`src/rtl/mbarb_pkg.sv`:
```
`timescale 1ns/1ps
package mbarb_pkg;

    // number of asynchronous inputs carried through the synchronizer
    localparam int SYNC_W = 4;

    typedef enum logic [1:0] {
        ST_IDLE = 2'd0,
        ST_WAIT = 2'd1,
        ST_OWN  = 2'd2
    } agent_st_e;

    // synchronized inputs, all active high
    typedef struct packed {
        logic req;
        logic lock;
        logic prio;
        logic busy;
    } sync_vec_t;

    // every register of the control block
    typedef struct packed {
        agent_st_e st;
        logic      bus_en;
        logic      busy_drv;
        logic      req_n;
        logic      prio_out_n;
    } ctrl_reg_t;

endpackage

```
`src/rtl/mbarb_sync.sv`:
```
`timescale 1ns/1ps
module mbarb_sync #(
    parameter int          W       = 4,
    parameter int          STAGES  = 2,
    parameter logic [W-1:0] RST_VAL = '0
) (
    input  logic         clk,
    input  logic         rst_n,
    input  logic [W-1:0] din,
    output logic [W-1:0] dout
);

    logic [W-1:0] stage_d [STAGES];
    logic [W-1:0] stage_q [STAGES];

    generate
        for (genvar k = 0; k < STAGES; k++) begin : g_stage
            if (k == 0) begin : g_first
                always_comb stage_d[k] = din;
            end else begin : g_next
                always_comb stage_d[k] = stage_q[k-1];
            end

            always_ff @(posedge clk) begin
                if (!rst_n) stage_q[k] <= RST_VAL;
                else        stage_q[k] <= stage_d[k];
            end
        end
    endgenerate

    assign dout = stage_q[STAGES-1];

    // the first flop captures the raw input one edge later
    assert_first_stage_R2: assert property (@(posedge clk) disable iff (!rst_n)
        $past(rst_n) |-> (stage_q[0] == $past(din)));

endmodule

```
`src/rtl/mbarb_ctrl.sv`:
```
`timescale 1ns/1ps
module mbarb_ctrl
    import mbarb_pkg::*;
(
    input  logic      clk,
    input  logic      rst_n,
    input  sync_vec_t s,
    output logic      bus_en_o,
    output logic      busy_drv_o,
    output logic      req_n_o,
    output logic      prio_out_n_o
);

    localparam ctrl_reg_t RST_REG = '{st: ST_IDLE, bus_en: 1'b0, busy_drv: 1'b0,
                                      req_n: 1'b1, prio_out_n: 1'b1};

    ctrl_reg_t r_d, r_q;
    logic      may_take;
    logic      may_drop;
    logic      own_q;

    always_comb begin
        r_d      = r_q;
        may_take = s.req && s.prio && !s.busy;
        may_drop = !s.req && !s.lock && !s.prio;

        unique case (r_q.st)
            ST_IDLE, ST_WAIT: begin
                if (may_take)   r_d.st = ST_OWN;
                else if (s.req) r_d.st = ST_WAIT;
                else            r_d.st = ST_IDLE;
            end
            ST_OWN: begin
                if (may_drop) r_d.st = ST_IDLE;
                else          r_d.st = ST_OWN;
            end
            default: r_d.st = ST_IDLE;
        endcase

        r_d.bus_en     = (r_d.st == ST_OWN);
        r_d.busy_drv   = (r_d.st == ST_OWN);
        r_d.req_n      = !((r_d.st == ST_WAIT) ||
                           ((r_d.st == ST_OWN) && (s.req || s.lock)));
        r_d.prio_out_n = (r_d.st != ST_IDLE) || !s.prio;
    end

    always_ff @(posedge clk) begin
        if (!rst_n) r_q <= RST_REG;
        else        r_q <= r_d;
    end

    assign own_q        = (r_q.st == ST_OWN);
    assign bus_en_o     = r_q.bus_en;
    assign busy_drv_o   = r_q.busy_drv;
    assign req_n_o      = r_q.req_n;
    assign prio_out_n_o = r_q.prio_out_n;

    // the bus is taken only with priority, request and a free line
    assert_take_cond_R4: assert property (@(posedge clk) disable iff (!rst_n)
        $rose(own_q) |-> ($past(s.prio) && $past(s.req) && !$past(s.busy)));

    // without priority, an agent that does not own stays off the bus
    assert_no_prio_R5: assert property (@(posedge clk) disable iff (!rst_n)
        (!own_q && !s.prio) |=> !own_q);

    // an active transfer keeps ownership
    assert_hold_xfer_R6: assert property (@(posedge clk) disable iff (!rst_n)
        (own_q && s.req) |=> own_q);

    // release only when idle, unlocked and without priority
    assert_release_R7: assert property (@(posedge clk) disable iff (!rst_n)
        $fell(own_q) |-> (!$past(s.req) && !$past(s.lock) && !$past(s.prio)));

    // the lock keeps ownership
    assert_lock_hold_R8: assert property (@(posedge clk) disable iff (!rst_n)
        (own_q && s.lock) |=> own_q);

endmodule

```
`src/rtl/mbus_arb_agent.sv`:
```
`timescale 1ns/1ps
module mbus_arb_agent
    import mbarb_pkg::*;
#(
    parameter int SYNC_STAGES = 2
) (
    input  logic clk,
    input  logic rst_n,
    input  logic loc_req_i,
    input  logic lock_i,
    input  logic prio_in_n_i,
    input  logic busy_n_i,
    output logic req_n_o,
    output logic prio_out_n_o,
    output logic busy_drive_o,
    output logic bus_en_o
);

    logic [SYNC_W-1:0] raw_vec;
    logic [SYNC_W-1:0] sync_bits;
    sync_vec_t         sync_s;

    // convert everything to active high before synchronizing
    assign raw_vec = {loc_req_i, lock_i, ~prio_in_n_i, ~busy_n_i};

    mbarb_sync #(
        .W       (SYNC_W),
        .STAGES  (SYNC_STAGES),
        .RST_VAL ('0)
    ) sync_i (
        .clk   (clk),
        .rst_n (rst_n),
        .din   (raw_vec),
        .dout  (sync_bits)
    );

    assign sync_s = sync_vec_t'(sync_bits);

    mbarb_ctrl ctrl_i (
        .clk          (clk),
        .rst_n        (rst_n),
        .s            (sync_s),
        .bus_en_o     (bus_en_o),
        .busy_drv_o   (busy_drive_o),
        .req_n_o      (req_n_o),
        .prio_out_n_o (prio_out_n_o)
    );

    // reset returns every output to its inactive level
    assert_reset_idle_R1: assert property (@(posedge clk)
        !rst_n |=> (!bus_en_o && !busy_drive_o && req_n_o && prio_out_n_o));

    // an owner never passes priority on
    assert_owner_blocks_R3: assert property (@(posedge clk) disable iff (!rst_n)
        bus_en_o |-> prio_out_n_o);

    // enable and BUSY drive move together
    assert_en_busy_R3: assert property (@(posedge clk) disable iff (!rst_n)
        bus_en_o == busy_drive_o);

endmodule

```
`config.mk`:
```
export PLATFORM = sky130hd
export DESIGN_NAME = mbus_arb_agent
export DESIGN_NICKNAME = d
export VERILOG_FILES = /design/src/rtl/mbarb_pkg.sv /design/src/rtl/mbarb_sync.sv /design/src/rtl/mbarb_ctrl.sv /design/src/rtl/mbus_arb_agent.sv
export SDC_FILE = /design/constraint.sdc
export NUM_CORES = 1
export LEC_CHECK = 0
export CELL_PAD_IN_SITES_DETAIL_PLACEMENT = 0
export CELL_PAD_IN_SITES_GLOBAL_PLACEMENT = 1
export CORE_UTILIZATION = 30
export DETAILED_ROUTE_END_ITERATION = 10
export PLACE_DENSITY = 0.73
export SLEW_MARGIN = 20
export SYNTH_ARGS = -nofsm -noshare
export SYNTH_HDL_FRONTEND = slang
export SYNTH_HIERARCHICAL = 1
export SYNTH_SLANG_ARGS = --single-unit
```
`constraint.sdc`:
```
create_clock -name clk -period 1.06 [get_ports clk]
set_clock_uncertainty 0.2 [all_clocks]
set_input_delay 0.212 -clock clk [delete_from_list [all_inputs] [get_ports clk]]
set_output_delay 0.212 -clock clk [all_outputs]
set_load 0.01 [all_outputs]
```
* After elaboration in Yosys (flattened, before gate mapping)
Memories as Yosys holds them, arrays and structs flattened.
Cells that the tools add are included.
** Operators by class
- $add $sub $neg :: 0
- Multiply operators :: 0
- Div/mod/pow operators :: 0
- Magnitude comparators :: 0
- Equal/unequal tests :: 4
- Shifts and indexed selects :: 0
- Muxes and demuxes :: 8
- Bitwise gates (word level) :: 4
- Reduce and logical (&&, ||, !) cells :: 16
** Operators by type and width (number)
- 4-bit two-way mux :: 2
- 1-bit logical AND :: 5
- 1-bit logical NOT :: 5
- 2-bit by 1-bit == test with 1-bit output, second input constant :: 2
- 2-bit == test, second input constant :: 2
- 2-bit two-way mux :: 2
- 2-bit case mux with 2 select lines :: 1
- 1-bit logical OR :: 3
- 1-bit two-way mux :: 3
- 2-bit logical NOT :: 1
- 1-bit NOT :: 2
- 1-bit OR :: 2
- 2-bit nonzero test :: 1
- 2-bit OR reduction :: 1
** Word-level totals
- Flip-flop bits (word level) :: 5
- Bits in latches :: 0
- Bits in writable memories :: 8
- ROM bits :: 0
- Bits of input ports :: 6
- Output and inout port bits :: 4
- Memories :: 1
** Memories
- sync_i.stage_q :: words 2, bits a word 4, rd ports 2, clocked after memory_dff 0, write ports 2, line mbarb_sync.sv:14 : logic [W-1:0] stage_q [STAGES];

* Logic depth before layout (Yosys ltp)
Gate-level depths: netlist (run 1).
An unclocked memory read counts as a cell.
- Depth after elaboration :: 10
- Mapped depth :: 3
- Gate-level depth less buffers :: 3

* Cells and area by module
The synthesis (run 1) kept the hierarchy.
** Modules (own cells, without submodules)
- mbarb_sync :: instances 1, cells an instance 16, area each 210.2 um^2, sequential area each 160.2 um^2
- mbarb_ctrl :: instances 1, cells an instance 19, area each 201.4 um^2, sequential area each 100.1 um^2
- mbus_arb_agent :: instances 1, cells an instance 2, area each 7.5 um^2, sequential area each 0.0 um^2

* Least setup slack after synthesis (run 1)
OpenSTA, ideal clock, no wires.
- Path kind :: reg2reg
- Start point :: mem sync_i.stage_q[1][2]
- End point :: reg ctrl_i.r_q, in the netlist ctrl_i/prio_out_n_o
- Setup time :: 0.144 ns
- Arrival :: 0.737 ns
- Setup slack :: -0.021 ns
- Cell stages (with the launch flop) :: 3
- Cells stage by stage :: dfxtp_1 o311ai_2 o2111ai_1
** RTL lines
- start, declared :: line mbarb_sync.sv:14
- end signal, assigned :: line mbarb_ctrl.sv:49 : else r_q <= r_d;
- end, declared :: line mbarb_ctrl.sv:17 : ctrl_reg_t r_d, r_q;

==> results.md, run 1 <==
| Metric | This run | Unit |
| --- | --- | --- |
| Gate count of the mapped netlist | 37 | - |
| RSZ-0062 raised after global routing | true | - |
| Clock latency on the worst-skew pair | 0.27 | ns |
| Core outline area | 1300 | µm² |
| Top delay family on crit path | flip-flops | - |
| Top cells by area in the synthesized netlist | dfxtp_1 62%, and2_1 12%, o311ai_2 3.9% | - |
| Final min period | 1.12 | ns |
| Via-per-instance ratio | 4.23 | - |
| Critical Path Slowest Stage Cell | dfxtp_2 | - |
| Worst Hold Depth | 2 | - |
| R2R depth | 2 | - |
| Distinct cells, synth | 12 | - |
| Buffer levels on the longest clock path | 2 | - |
| Sink Count | 13 | - |
| Hold Path Class | primary input to flip-flop | - |
| Crit path cell chain | buf_6 | - |
| Clk root buf | clkbuf_4 | - |
| Congestion Overflow GR | 0 | - |
| Number of diodes added for antenna fixing | 0 | - |
| Average size of a mapped cell | 11.3 | µm² |
| Leading cell types by count after synthesis | 13 x dfxtp_1, 8 x and2_1, 4 x inv_1 | - |
| CP Capture Type | primary output | - |
| Worst hold slack | 0.221 | ns |
| Synth warnings | 6 | - |
| Number of enable-type register cells in the synthesized netlist | 0 | - |
| Failing checks | setup timing | - |
| Setup Fix Bufs, Post-CTS | 0 | - |
| Largest stage delay on the critical path | 0.33 | ns |
| Peak supply drop | 0.712 | mV |
| Share of async-settable or async-resettable flops after synthesis | 0 | % |
| Number of top-level pins | 10 | - |
| CP bufs+invs | 1 | - |
| Total nets after synthesis | 43 | - |
| Setup CP Type | flip-flop to primary output | - |
| Leakage power summed over all cells | 0.221 | nW |
| Critical Path Fanout Max | 2 | - |
| Number of levels in the clock H-tree | 1 | - |
| TritonCTS clock tree | done | - |
| Worst Path Arrival | 0.71 | ns |
| Cell Count, Final, Fillers Out | 64 | - |
| Cell count after placement | 60 | - |
| Ratio of cells with drive above 1 in the final layout | 28.6 | % |
| Routed WL per cell | 8.75 | µm |
| Power per unit of standard cell area | 1540 | nW/µm² |
| Wire length of the first global-routing pass | 848 | µm |
| Die footprint | 1550 | µm² |
| Total number of cells along the worst setup path | 1 | - |
| Number of buffers added by the clock tree synthesis step | 3 | - |
| Pre-antenna DRT Iters | 3 | - |
| Maximum number of pins on one net before global-route repair | 14 | - |
| Initial antenna violation count | 0 | - |
| Worst slew margin | 78.4 | % |
| Starting Density | 32.2 | % |
| Status | complete, but fails checks | - |
| Portion of the clock cycle consumed by the worst path in the final layout | 106 | % |
| Setup slack of the critical path after layout | -0.0635 | ns |
| Hold Vio Cnt, Final | 0 | - |
| Dominant cell type by area after synthesis | dfxtp_1 | - |
| Required time of the worst setup path | 0.65 | ns |
| Via count of the first global-routing pass | 200 | - |
| Die height | 39.4 | µm |
| Startpoint type of the worst setup path | flip-flop | - |
| Detail Route Antenna Nets | 0 | - |
| Tot Pwr | 0.000856 | W |
| Number of storage elements in the synthesis netlist | 13 | - |
| Final Max Tran Viols | 0 | - |
| Transition time at the pin with the least slew margin | 0.323 | ns |
| Highest attainable clock frequency | 890 | MHz |
| Final WL | 560 | µm |
| Area of the mapped netlist | 419 | µm² |
| Via count | 271 | - |
| All-layer global routing usage | 9.26 | % |
| Die outline width | 39.4 | µm |
| Synthesis-to-finish area growth | 32.2 | % |
| DR DRC count | 0 | - |
| Share of the synthesized area in the top cell type | 62.1 | % |
| Sequential element share of the synthesized area | 62.1 | % |
| Reg clk slew, reported paths | 0.08 | ns |
| Dpl ws | -0.368 | ns |
| Routability congestion estimate | 0.603 | - |
| Number of nets in the layout | 56 | - |
| Leading cell type by number of instances after synthesis | dfxtp_1 | - |
| Final setup viols | 5 | - |
| Count of maximum capacitance violations | 0 | - |
| Flip-flop cell with the highest count after synthesis | dfxtp_1 | - |
| IO Port Bufs | 9 | - |
| Initial DRC Count | 9 | - |
| Detailed Place HPWL | 380 | µm |
| Row count | 13 | - |
## per-stage QoR
| stage | area (µm²) | TNS, ns | util (%) |
|---|---|---|---|
| after CTS | 552 | -0.345 | 42.4 |
| final | 554 | -0.279 | 42.6 |
| after global placement | 532 | -4.37 | 40.9 |
| after global routing | 554 | -0.531 | 42.6 |
| after floorplan | 430 | -0.00853 | - |
| after detailed placement | 532 | -4.61 | 40.9 |
## power breakdown
part           total [W]  internal, W  switching, W  leakage [nW]
clock           0.000295     0.000146      0.000150        0.0150
combinational  0.0000453    0.0000294     0.0000159        0.0968
sequential      0.000515     0.000507    0.00000840         0.109
## registers in the layout (all words and copies together) (netlist names)
register and cells:
sync_i/stage_q 8, ctrl_i/r_q 2, ctrl_i/busy_drv_o 1, ctrl_i/prio_out_n_o 1
ctrl_i/req_n_o 1
## placed cells by master, fill, tap and decap left out
master and instances:
and2_1 8, nand3_1 1, clkbuf_4 3, inv_1 4
dfxtp_2 5, dfxtp_1 8, clkbuf_1 1, buf_2 2
and2b_1 1, nand3b_1 1, buf_6 2, o311ai_4 1
nor4b_2 1, clkdlybuf4s50_1 4, dlygate4sd2_1 1, o2111ai_1 1
nand2_1 3, a21boi_1 2
## worst paths after layout
kind / end / slack [ns] / from
setup reg to reg: ctrl_i/prio_out_n_o / -0.06 / sync_i/stage_q[1][2]
hold / removal: ctrl_i/req_n_o / 0.22 / rst_n
hold reg to reg: sync_i/stage_q[1][2] / 0.23 / sync_i/stage_q[0][2]
setup / recovery: bus_en_o / -0.06 / ctrl_i/busy_drv_o
## kinds of logic (layout without fill, tap and decap cells)
logic type,Yosys count,in the layout,share of synthesized area (%)
and+or+nand+nor,15,15,23.0
DFF,13,13,62.1
buffers and inverters,5,17,5.37
AOI/OAI and AO/OA,4,4,9.55
## per-layer routing
layer  share of wire [%]  routed length (µm)  vias up  track usage, %
li1                    -                   -      143               -
met2                  44                 246       10            11.3
met5                   0                   0        -               0
met3                 7.0                  39        2            3.41
met4                 1.4                   8        0            10.3
met1                  48                 266      116            11.4
## cell type report
cell class	count	area [µm²]
clock buffers	4	26.3
fillers	140	747
flip-flops and latches	13	267
repair buffers	9	81.3
multi-input cells	19	146
well taps	15	18.8
inverters	4	15.0
## repair_timing
item | in CTS | in global routing
hold buffers | 0 | 0
resized for setup | 21 | 2
endpoints found under the setup margin | 9 | 9
pin swaps | 2 | 3
(Power assumes the default switching activity.)
==> inputs of run 2 (changes only) <==
--- a/config.mk
+++ b/config.mk
@@ -10,6 +10,7 @@
 export CORE_UTILIZATION = 30
 export DETAILED_ROUTE_END_ITERATION = 10
 export PLACE_DENSITY = 0.73
+export RECOVER_POWER = 50
 export SLEW_MARGIN = 20
 export SYNTH_ARGS = -nofsm -noshare
 export SYNTH_HDL_FRONTEND = slang
==> results of run 2 <==
Same layout as run 1: the final DEF is identical, and so are final timing and power.
